**config.mk**
```make
export PLATFORM = sky130hd
export DESIGN_NAME = mw_eeprom
export DESIGN_NICKNAME = d
export VERILOG_FILES = /design/src/rtl/mw_pkg.sv /design/src/rtl/mw_pin_sync.sv /design/src/rtl/mw_word_array.sv /design/src/rtl/mw_prog_timer.sv /design/src/rtl/mw_eeprom.sv
export SDC_FILE = /design/constraint.sdc
export NUM_CORES = 2
export LEC_CHECK = 0
export ABC_AREA = 1
export BUFFER_PORTS_ARGS = -buffer_cell sky130_fd_sc_hd__buf_2
export CORE_MARGIN = 3
export CORE_UTILIZATION = 30
export DETAILED_ROUTE_END_ITERATION = 10
export HOLD_SLACK_MARGIN = 0.02
export PLACE_DENSITY = 0.45
export SLEW_MARGIN = 10
export SYNTH_ARGS = -nofsm -noshare
export SYNTH_HDL_FRONTEND = slang
export SYNTH_SLANG_ARGS = --single-unit
```
**constraint.sdc**
```tcl
create_clock -name clk -period 3.8 [get_ports clk]
set_input_delay 0.19 -clock clk [delete_from_list [all_inputs] [get_ports clk]]
set_output_delay 0.19 -clock clk [all_outputs]
set_load 0.01 [all_outputs]
```
**src/rtl/mw_pkg.sv**
```systemverilog
package mw_pkg;

    localparam int WORD_W = 16;

    typedef enum logic [2:0] {
        ST_IDLE,
        ST_OPC,
        ST_ADR,
        ST_DAT,
        ST_WAITCS,
        ST_RD,
        ST_SKIP
    } mw_state_e;

    localparam logic [1:0] OP_EXT   = 2'b00;
    localparam logic [1:0] OP_WRITE = 2'b01;
    localparam logic [1:0] OP_READ  = 2'b10;

    localparam logic [1:0] EXT_LOCK   = 2'b00;
    localparam logic [1:0] EXT_FILL   = 2'b01;
    localparam logic [1:0] EXT_UNLOCK = 2'b11;

    // Serial field width: one extra leading bit for 7- and 9-bit addresses
    function automatic int fld_width(input int aw);
        if (aw == 7 || aw == 9) return aw + 1;
        return aw;
    endfunction

endpackage

```
**src/rtl/mw_pin_sync.sv**
```systemverilog
module mw_pin_sync #(
    parameter int W      = 4,
    parameter int STAGES = 2
) (
    input  logic         clk,
    input  logic         rst_n,
    input  logic [W-1:0] pins_i,
    output logic [W-1:0] sync_o
);
    logic [W-1:0] stg_q [STAGES];

    generate
        for (genvar s = 0; s < STAGES; s++) begin : g_stage
            always_ff @(posedge clk or negedge rst_n) begin
                if (!rst_n) begin
                    stg_q[s] <= '0;
                end else if (s == 0) begin
                    stg_q[s] <= pins_i;
                end else begin
                    stg_q[s] <= stg_q[(s == 0) ? 0 : s - 1];
                end
            end
        end
    endgenerate

    assign sync_o = stg_q[STAGES-1];
endmodule

```
**src/rtl/mw_word_array.sv**
```systemverilog
module mw_word_array #(
    parameter int ADDR_W = 6,
    parameter int WORD_W = 16
) (
    input  logic              clk,
    input  logic              rst_n,
    input  logic              we_i,
    input  logic [ADDR_W-1:0] waddr_i,
    input  logic [WORD_W-1:0] wdata_i,
    input  logic [ADDR_W-1:0] raddr_i,
    output logic [WORD_W-1:0] rdata_o
);
    localparam int DEPTH = 1 << ADDR_W;

    logic [WORD_W-1:0] mem_q [DEPTH];

    always_ff @(posedge clk or negedge rst_n) begin
        if (!rst_n) begin
            for (int i = 0; i < DEPTH; i++) mem_q[i] <= '0;
        end else if (we_i) begin
            mem_q[waddr_i] <= wdata_i;
        end
    end

    assign rdata_o = mem_q[raddr_i];
endmodule

```
**src/rtl/mw_prog_timer.sv**
```systemverilog
module mw_prog_timer #(
    parameter int PROG_CYCLES = 2000,
    parameter int ADDR_W      = 6,
    parameter int WORD_W      = 16
) (
    input  logic              clk,
    input  logic              rst_n,
    input  logic              start_i,
    input  logic [ADDR_W-1:0] addr_i,
    input  logic [WORD_W-1:0] data_i,
    output logic              busy_o,
    output logic              we_o,
    output logic [ADDR_W-1:0] waddr_o,
    output logic [WORD_W-1:0] wdata_o
);
    localparam int CW = $clog2(PROG_CYCLES + 1);

    logic [CW-1:0]     cnt_q;
    logic [ADDR_W-1:0] addr_q;
    logic [WORD_W-1:0] data_q;

    always_ff @(posedge clk or negedge rst_n) begin
        if (!rst_n) begin
            cnt_q  <= '0;
            addr_q <= '0;
            data_q <= '0;
        end else if (start_i) begin
            cnt_q  <= CW'(PROG_CYCLES);
            addr_q <= addr_i;
            data_q <= data_i;
        end else if (cnt_q != '0) begin
            cnt_q <= cnt_q - 1'b1;
        end
    end

    assign busy_o  = (cnt_q != '0);
    assign we_o    = (cnt_q == CW'(1));
    assign waddr_o = addr_q;
    assign wdata_o = data_q;
endmodule

```
**src/rtl/mw_eeprom.sv**
```systemverilog
module mw_eeprom #(
    parameter int ADDR_W      = 6,
    parameter int PROG_CYCLES = 2000,
    parameter int SYNC_STAGES = 2
) (
    input  logic clk,
    input  logic rst_n,
    input  logic cs_i,
    input  logic sk_i,
    input  logic di_i,
    input  logic pe_i,
    output logic do_o,
    output logic do_oe_o
);
    import mw_pkg::*;

    localparam int FIELD_W = fld_width(ADDR_W);
    localparam int CNT_W   = $clog2(WORD_W + 1);

    typedef struct packed {
        mw_state_e          st;
        logic [CNT_W-1:0]   cnt;
        logic [1:0]         op;
        logic [FIELD_W-1:0] fld;
        logic [WORD_W-1:0]  sh;
        logic [ADDR_W-1:0]  addr;
        logic               wen;
        logic               show;
        logic               dout;
        logic               wr_ok;
        logic               sk_prev;
        logic               cs_prev;
    } regs_t;

    regs_t r_q, r_d;

    logic [3:0]         pins_s;
    logic               cs_s, sk_s, di_s, pe_s;
    logic               sk_rise, cs_fall;
    logic [FIELD_W-1:0] fld_shift;
    logic [ADDR_W-1:0]  rd_addr;
    logic [WORD_W-1:0]  rdata;
    logic               start_prog, busy, arr_we;
    logic [ADDR_W-1:0]  arr_waddr;
    logic [WORD_W-1:0]  arr_wdata;
    mw_state_e          st_q;
    logic               wen_q;

    mw_pin_sync #(.W(4), .STAGES(SYNC_STAGES)) u_sync (
        .clk    (clk),
        .rst_n  (rst_n),
        .pins_i ({pe_i, di_i, sk_i, cs_i}),
        .sync_o (pins_s)
    );

    assign cs_s    = pins_s[0];
    assign sk_s    = pins_s[1];
    assign di_s    = pins_s[2];
    assign pe_s    = pins_s[3];
    assign sk_rise = sk_s & ~r_q.sk_prev;
    assign cs_fall = r_q.cs_prev & ~cs_s;
    assign st_q    = r_q.st;
    assign wen_q   = r_q.wen;

    always_comb begin
        fld_shift = {r_q.fld[FIELD_W-2:0], di_s};
        rd_addr   = (r_q.st == ST_ADR) ? fld_shift[ADDR_W-1:0] : r_q.addr + 1'b1;
    end

    mw_word_array #(.ADDR_W(ADDR_W), .WORD_W(WORD_W)) u_array (
        .clk     (clk),
        .rst_n   (rst_n),
        .we_i    (arr_we),
        .waddr_i (arr_waddr),
        .wdata_i (arr_wdata),
        .raddr_i (rd_addr),
        .rdata_o (rdata)
    );

    mw_prog_timer #(.PROG_CYCLES(PROG_CYCLES), .ADDR_W(ADDR_W), .WORD_W(WORD_W)) u_timer (
        .clk     (clk),
        .rst_n   (rst_n),
        .start_i (start_prog),
        .addr_i  (r_q.addr),
        .data_i  (r_q.sh),
        .busy_o  (busy),
        .we_o    (arr_we),
        .waddr_o (arr_waddr),
        .wdata_o (arr_wdata)
    );

    always_comb begin
        r_d        = r_q;
        start_prog = 1'b0;
        r_d.sk_prev = sk_s;
        r_d.cs_prev = cs_s;

        if (!cs_s) begin
            // Deselect: only a completed, permitted write survives it
            if (r_q.st == ST_WAITCS && cs_fall && r_q.wr_ok && !busy) begin
                start_prog = 1'b1;
                r_d.show   = 1'b1;
            end
            r_d.st    = ST_IDLE;
            r_d.cnt   = '0;
            r_d.wr_ok = 1'b0;
        end else if (sk_rise) begin
            unique case (r_q.st)
                ST_IDLE: begin
                    if (di_s) begin
                        if (busy) begin
                            r_d.st = ST_SKIP;
                        end else begin
                            r_d.st   = ST_OPC;
                            r_d.cnt  = '0;
                            r_d.show = 1'b0;
                        end
                    end
                end
                ST_OPC: begin
                    r_d.op  = {r_q.op[0], di_s};
                    r_d.cnt = r_q.cnt + 1'b1;
                    if (r_q.cnt == CNT_W'(1)) begin
                        r_d.st  = ST_ADR;
                        r_d.cnt = '0;
                    end
                end
                ST_ADR: begin
                    r_d.fld = fld_shift;
                    r_d.cnt = r_q.cnt + 1'b1;
                    if (r_q.cnt == CNT_W'(FIELD_W - 1)) begin
                        r_d.cnt  = '0;
                        r_d.addr = fld_shift[ADDR_W-1:0];
                        r_d.st   = ST_SKIP;
                        case (r_q.op)
                            OP_READ: begin
                                r_d.st   = ST_RD;
                                r_d.sh   = rdata;
                                r_d.dout = 1'b0;
                            end
                            OP_WRITE: begin
                                r_d.st    = ST_DAT;
                                r_d.wr_ok = r_q.wen & pe_s;
                            end
                            OP_EXT: begin
                                case (fld_shift[FIELD_W-1 -: 2])
                                    EXT_UNLOCK: if (pe_s) r_d.wen = 1'b1;
                                    EXT_LOCK:   if (pe_s) r_d.wen = 1'b0;
                                    EXT_FILL: begin
                                        r_d.st    = ST_DAT;
                                        r_d.wr_ok = 1'b0;
                                    end
                                    default: ;
                                endcase
                            end
                            default: ;
                        endcase
                    end
                end
                ST_DAT: begin
                    r_d.sh  = {r_q.sh[WORD_W-2:0], di_s};
                    r_d.cnt = r_q.cnt + 1'b1;
                    if (r_q.cnt == CNT_W'(WORD_W - 1)) begin
                        r_d.st  = ST_WAITCS;
                        r_d.cnt = '0;
                    end
                end
                ST_WAITCS: begin
                    r_d.st    = ST_SKIP;
                    r_d.wr_ok = 1'b0;
                end
                ST_RD: begin
                    r_d.dout = r_q.sh[WORD_W-1];
                    r_d.sh   = {r_q.sh[WORD_W-2:0], 1'b0};
                    r_d.cnt  = r_q.cnt + 1'b1;
                    if (r_q.cnt == CNT_W'(WORD_W - 1)) begin
                        r_d.cnt  = '0;
                        r_d.addr = r_q.addr + 1'b1;
                        r_d.sh   = rdata;
                    end
                end
                default: ;
            endcase
        end
    end

    always_ff @(posedge clk or negedge rst_n) begin
        if (!rst_n) begin
            r_q <= '{st: ST_IDLE, default: '0};
        end else begin
            r_q <= r_d;
        end
    end

    always_comb begin
        do_oe_o = 1'b0;
        do_o    = 1'b0;
        if (cs_s) begin
            if (r_q.st == ST_RD) begin
                do_oe_o = 1'b1;
                do_o    = r_q.dout;
            end else if (r_q.show && (r_q.st == ST_IDLE || r_q.st == ST_SKIP)) begin
                do_oe_o = 1'b1;
                do_o    = ~busy;
            end
        end
    end
endmodule

```
==> Word level (Yosys, flattened, before mapping) <==
Index checks and enable logic that the tools add are counted.
{ "word_totals": {"word_cells": 208, "register_bits": 1109, "output_inout_bits": 2, "input_bits": 6} }
{ "classes": {"bitwise": 8, "n_addsub": 3, "n_reduce_logical": 26, "eq_ne": 33, "n_lt_le_gt_ge": 3, "muxes": 54} }
{ "ops": {"columns": ["cell", "count"], "rows": [
  ["$bwmux 1024", 1],
  ["$bmux 16 s6", 1],
  ["$demux 16 s6", 1],
  ["$mux 16", 4],
  ["$pmux 16 s3", 1],
  ["$mux 42", 1],
  ["$mux 8", 5],
  ["$pmux 5 s5", 1],
  ["$reduce_and 5->1", 5],
  ["$mux 23", 1],
  ["$mux 11", 2],
  ["$mux 22", 1],
  ["$mux 1", 20],
  ["$ne 3x3->1 const B", 5],
  ["$pmux 3 s5", 1],
  ["$ge 7x7->1 const B", 2],
  ["$not 6->7", 2],
  ["$mux 6", 2],
  ["$ne 6x6->1 const B", 2],
  ["$pmux 6 s2", 1],
  ["$eq 11x1->1 const B", 1],
  ["$reduce_bool 11->1", 1],
  ["$sub 11x1->11 const B", 1],
  ["$mux 5", 2],
  ["32 further kinds", 63]
]} }

==> Depth between registers and ports, before layout <==
{ "depth": {"word_depth": 11, "ltp_mapped": 16, "depth_no_buf": 14} }

==> Cells and area by module <==
From an unflattened synthesis, not the netlist that was laid out.
{ "unflattened": {"hier_cells": 6519, "area_unflattened_um2": 51305.5} }
{ "by_module_without_submodules": {"columns": ["mod", "seq_area_each_um2", "instances", "area_each_um2", "cells_each"], "rows": [
  ["mw_word_array", 25624.6, 1, 46484.6, 5863],
  ["mw_eeprom", 1076.0, 1, 3098.0, 459],
  ["mw_prog_timer", 825.8, 1, 1492.7, 185],
  ["mw_pin_sync", 200.2, 1, 230.2, 12]
]} }

==> Worst setup path after synthesis <==
No wires, ideal clock.
{ "synth_path": {"path_type": "register to register", "start": "register r_q[36] (netlist name)", "end": "register r_q[18] (netlist name)", "synth_period_minus_slack_ns": 2.052, "setup_slack_ns": 1.748, "path_buffers": 1, "t_required_ns": 3.723, "path_stages_with_launch": 12, "t_arrival_ns": 1.974, "path_cell_list": "dfrtp_1 ha_1 inv_1 nor3_1 ha_1 inv_1 nor2_1 inv_1 o21ai_1 clkbuf_1 nand3_1 a21oi_1"} }
{ "synth_between": {"elab_chain_len": 3} }
{ "synth_lines": {"columns": ["element", "line", "source"], "rows": [
  ["start: declaration", "mw_eeprom.sv:35", "regs_t r_q, r_d;"],
  ["start signal: assignment", "mw_eeprom.sv:191", "r_q <= r_d;"],
  ["$eq 5x3->1 or $eq 5x4->1 (tied branches)", "mw_eeprom.sv:131, mw_eeprom.sv:176", null],
  ["$ne 2x1->1 (no source line) or $mux 22 (tied branches)", null, null],
  ["$reduce_and 5->1 (no source line) or $pmux 16 s3 (tied branches)", null, null]
]} }
Several ways; a longest one is shown, not always the timed one. The select of a mux whose other input is x is not followed.
A chain may end at the register's enable or synchronous reset.

==> Final worst setup path <==
{ "layout_path": {"start": "register r_q (netlist bit st_q[1])", "end": "register r_q[14] (netlist name)"} }
{ "layout_between": {"elab_chain_len": 9} }
{ "layout_lines": {"columns": ["element", "line", "source"], "rows": [
  ["$eq 3x2->1", "mw_eeprom.sv:67, mw_eeprom.sv:108", null],
  ["$mux 6", "mw_eeprom.sv:67", "rd_addr = (r_q.st == ST_ADR) ? fld_shift[ADDR_W-1:0] : r_q.addr + 1'b1;"],
  ["$not 6->7 (not written as such)", "mw_word_array.sv:25", "assign rdata_o = mem_q[raddr_i];"],
  ["$bmux 16 s6", "mw_word_array.sv:25", null],
  ["$mux 16 (not written as such) (2 in a row)", "mw_word_array.sv:25", null],
  ["$mux 16", "mw_eeprom.sv:135", "case (r_q.op)"],
  ["$mux 23", "mw_eeprom.sv:131", "if (r_q.cnt == CNT_W'(FIELD_W - 1)) begin"],
  ["$pmux 16 s3", "mw_eeprom.sv:108", "unique case (r_q.st)"]
]} }
Several ways; a longest one is shown, not always the timed one. The select of a mux whose other input is x is not followed.

==> results.yml <==
run_status:
  outcome: "complete, no violations"
grt:
  grt_overflow: 0
  grt_pass1_wl_um: 278000
  met3_usage_pct: 2.77
  track_usage_pct: 20.8
  grt_pass1_vias: 41300
  antenna_found_initial: 5
  top_usage_layer: "met2"
  use_met2_pct: 31.7
  grt_start_max_net_pins: 121
  grtUsageMet1_pct: 30.6
drt:
  wl_per_cell_um: 21.9
  initialDrtViolationCount: 4264
  vias_per_cell: 5.20
  first_pass_iters: 6
  drtAntennaViolNets: 0
  drc: 0
  vias: 43300
  wl_um: 182000
worst_setup_path:
  reg2reg_depth: 13
  startpoint: "st_q[1]"
  crit_type: "reg2reg"
  crit_path_end_kind: "flop"
  regToRegSetupSlack_ns: 0.33
  rr_startpoint: "st_q[1]"
  crit_required_ns: 4.45
  arrival_ns: 4.12
  setup.worst_path.start_class: "flop"
  path_max_fanout: 49
  r2r_end: "r_q[14]"
clock_tree:
  htreeDepth: 4
  cts_buffers: 131
  clockRootBuffer: "clkbuf_16"
  ctsResizeCount: 0
  cts_post_setup_buffers_inserted: 0
  cts_max_path_buffers: 3
  path_clk_slew_ns: 0.06
  clock_latency_ns: 0.77
  cts_tree: "yes"
  clkSinkCount: 1108
synth:
  synth_warnings: 0
  synthFlopType: "dfrtp_1"
  syn-num-nets: 6270
  ys_async_sr_fraction_pct: 100
  syn_area_per_cell_um2: 8.08
  synth_area_mm2: 0.0505
  synth-seq-cells: 1108
  postSynthCellCount: 6254
  synth_edf_count: 0
  seq_area_frac_synth_pct: 54.9
  ys_types: 40
flow_run:
  cap_violations: 0
timing:
  fin_tns_setup_ns: 0
  rsz0062_at_grt: "no"
  slew_headroom_pct: 20.1
  slew_violations: 0
  fin_crit_sh_pct: 91.3
  worstMarginPinSlew_ns: 1.20
  clock_skew_ns: 0.0292
  timing.fmax_ghz: 0.288
  min_period_ns: 3.47
  setup_viol_count_final: 0
  finalHoldViolations: 0
min_path:
  min_to: "u_sync.stg_q[6]"
  hold_path_class: "in2reg"
  hold_path_startpoint: "di_i"
  min_path_cells: 2
final_layout:
  regArea_mm2: 0.0277
  multi_input_area_mm2: 0.0202
  nFillCells: 17400
  final_cells: 8322
  final_common_cell: "nand2_1"
  drive_above_1_share_pct: 6.87
  nNetsFinal: 6055
  final_cell_mix: "nand2_1 (2080), nand3_1 (1119), dfrtp_1 (1108)"
  syn_to_final_growth_pct: 13.5
placement:
  gp_congestion: 0.816
  place_hpwl_um: 105000
  dp.cells: 8087
  port_buffers: 7
die:
  die_h_um: 416
  initial_core_util_pct: 30.4
  die_width_um: 416
  rows: 149
  dieArea_mm2: 0.173
  io-pin-count: 8
  core_mm2: 0.166
power:
  p_per_area_mw_per_mm2: 633
  leakage_nw: 24.1
  vdd_drop_max_v: 0.000594
## per-stage QoR
| step | power, mW | setup WS (ns) | hold WS [ns] | cell area [um^2] | util (%) |
|---|---|---|---|---|---|
| 3_3_place_gp | 24.2 | 0.300 | 0.213 | 53000 | 31.9 |
| 2_1_floorplan | 19.0 | 1.75 | -0.106 | 50500 | - |
| 5_1_grt | 38.0 | 0.145 | 0.0573 | 57400 | 34.5 |
| 3_5_place_dp | 24.1 | 0.281 | 0.217 | 53000 | 31.9 |
| 4_1_cts | 36.8 | 0.276 | 0.0254 | 57400 | 34.5 |
| 6_report | 36.3 | 0.330 | 0.0763 | 57400 | 34.5 |
## worst max-delay path by stage
| stage | slack (ns) | end | depth (start not counted) |
|---|---|---|---|
| after floorplan | 1.75 | r_q[18] | 11 |
| after global placement | 0.30 | r_q[14] | 14 |
| after detailed placement | 0.28 | r_q[14] | 13 |
| after CTS | 0.28 | r_q[14] | 13 |
| after global routing | 0.14 | r_q[14] | 13 |
| final | 0.33 | r_q[14] | 13 |
## routing by layer
| metal | up-vias | wire (um) |
|---|---|---|
| li1 | 20300 | - |
| met1 | 21500 | 86900 |
| met2 | 1209 | 80900 |
| met3 | 253 | 9140 |
| met4 | 0 | 5030 |
| met5 | - | 0 |
## critical path, stage by stage, from the launching register on
cell and delay (ns):
dfrtp_1 0.49, nand2_1 0.13, nor2_2 0.38, nand2_1 0.19
o21ai_4 0.14, buf_12 0.32, buf_12 0.29, nand3_1 0.14
nand3_1 0.10, nand3_1 0.25, nand3_1 0.30, nand3_1 0.31
nand3_1 0.16, a21oi_1 0.08
## final cells by class
| class | count | area share (%) |
|---|---|---|
| diodes | 3 | 0.0131 |
| clock buffers | 200 | 6.88 |
| clock inverters | 24 | 0.469 |
| inverters | 85 | 0.561 |
| multi-input cells | 4511 | 35.2 |
| flip-flops and latches | 1108 | 48.3 |
| well taps | 2189 | 4.77 |
| repair buffers | 202 | 3.79 |
## cells in the mapped netlist, types with 2 or more instances
master	instances	share of area, %
o211ai_1	2	0.030
inv_2	3	0.022
xnor2_1	3	0.052
buf_1	4	0.030
clkbuf_1	353	2.6
dfrtp_1	1108	55
clkinv_1	3	0.022
o22ai_1	12	0.15
inv_1	79	0.59
o41ai_1	2	0.035
nand4_1	19	0.24
xor2_1	4	0.069
buf_4	27	0.40
o31ai_1	2	0.030
o21a_1	2	0.030
buf_6	4	0.089
nand2_1	2080	15
o21ai_0	1073	11
buf_2	162	1.6
ha_1	10	0.25
nor3_1	11	0.11
nand3_1	1119	11
a21oi_1	41	0.41
nor4_4	2	0.084
o21ai_1	9	0.089
nor2_2	2	0.025
nor2_1	105	0.78
## sequential cells by signal, summed over array words and instances (netlist names), 3 cells and up
signal,flops
st_q,3
u_timer.waddr_o,6
u_timer.cnt_q,11
u_sync.sync_o,4
r_q,34
u_timer.wdata_o,16
u_array.mem_q,1024
u_sync.stg_q,4
fld_shift,5
## where the power goes
group,total (mW),switching [mW],internal [mW]
logic,11.7,8.28,3.38
registers,12.1,0.175,11.9
clock network,12.6,5.11,7.45
## repair_timing
| action | in CTS | in global routing |
|---|---|---|
| endpoints found under the hold margin | 473 | 0 |
| setup endpoints to repair | 0 | 0 |
| hold buffers | 8 | 0 |
## cells by family (layout without fill, tap and decap cells)
logic type                 count (synthesis)  in the layout  synth area share [%]
DFF                                     1108           1108                  54.9
muxes                                      1              1                0.0223
xor gates and xnor gates                   7              7                 0.121
other                                      0              3                     0
buffers and inverters                    635            511                  5.38
and+or+nand+nor                         3344           3344                  27.9
AOI/OAI and AO/OA                       1149           1149                  11.5
adders and majority gates                 10             10                 0.248
Power figures use the tool's default switching activity.
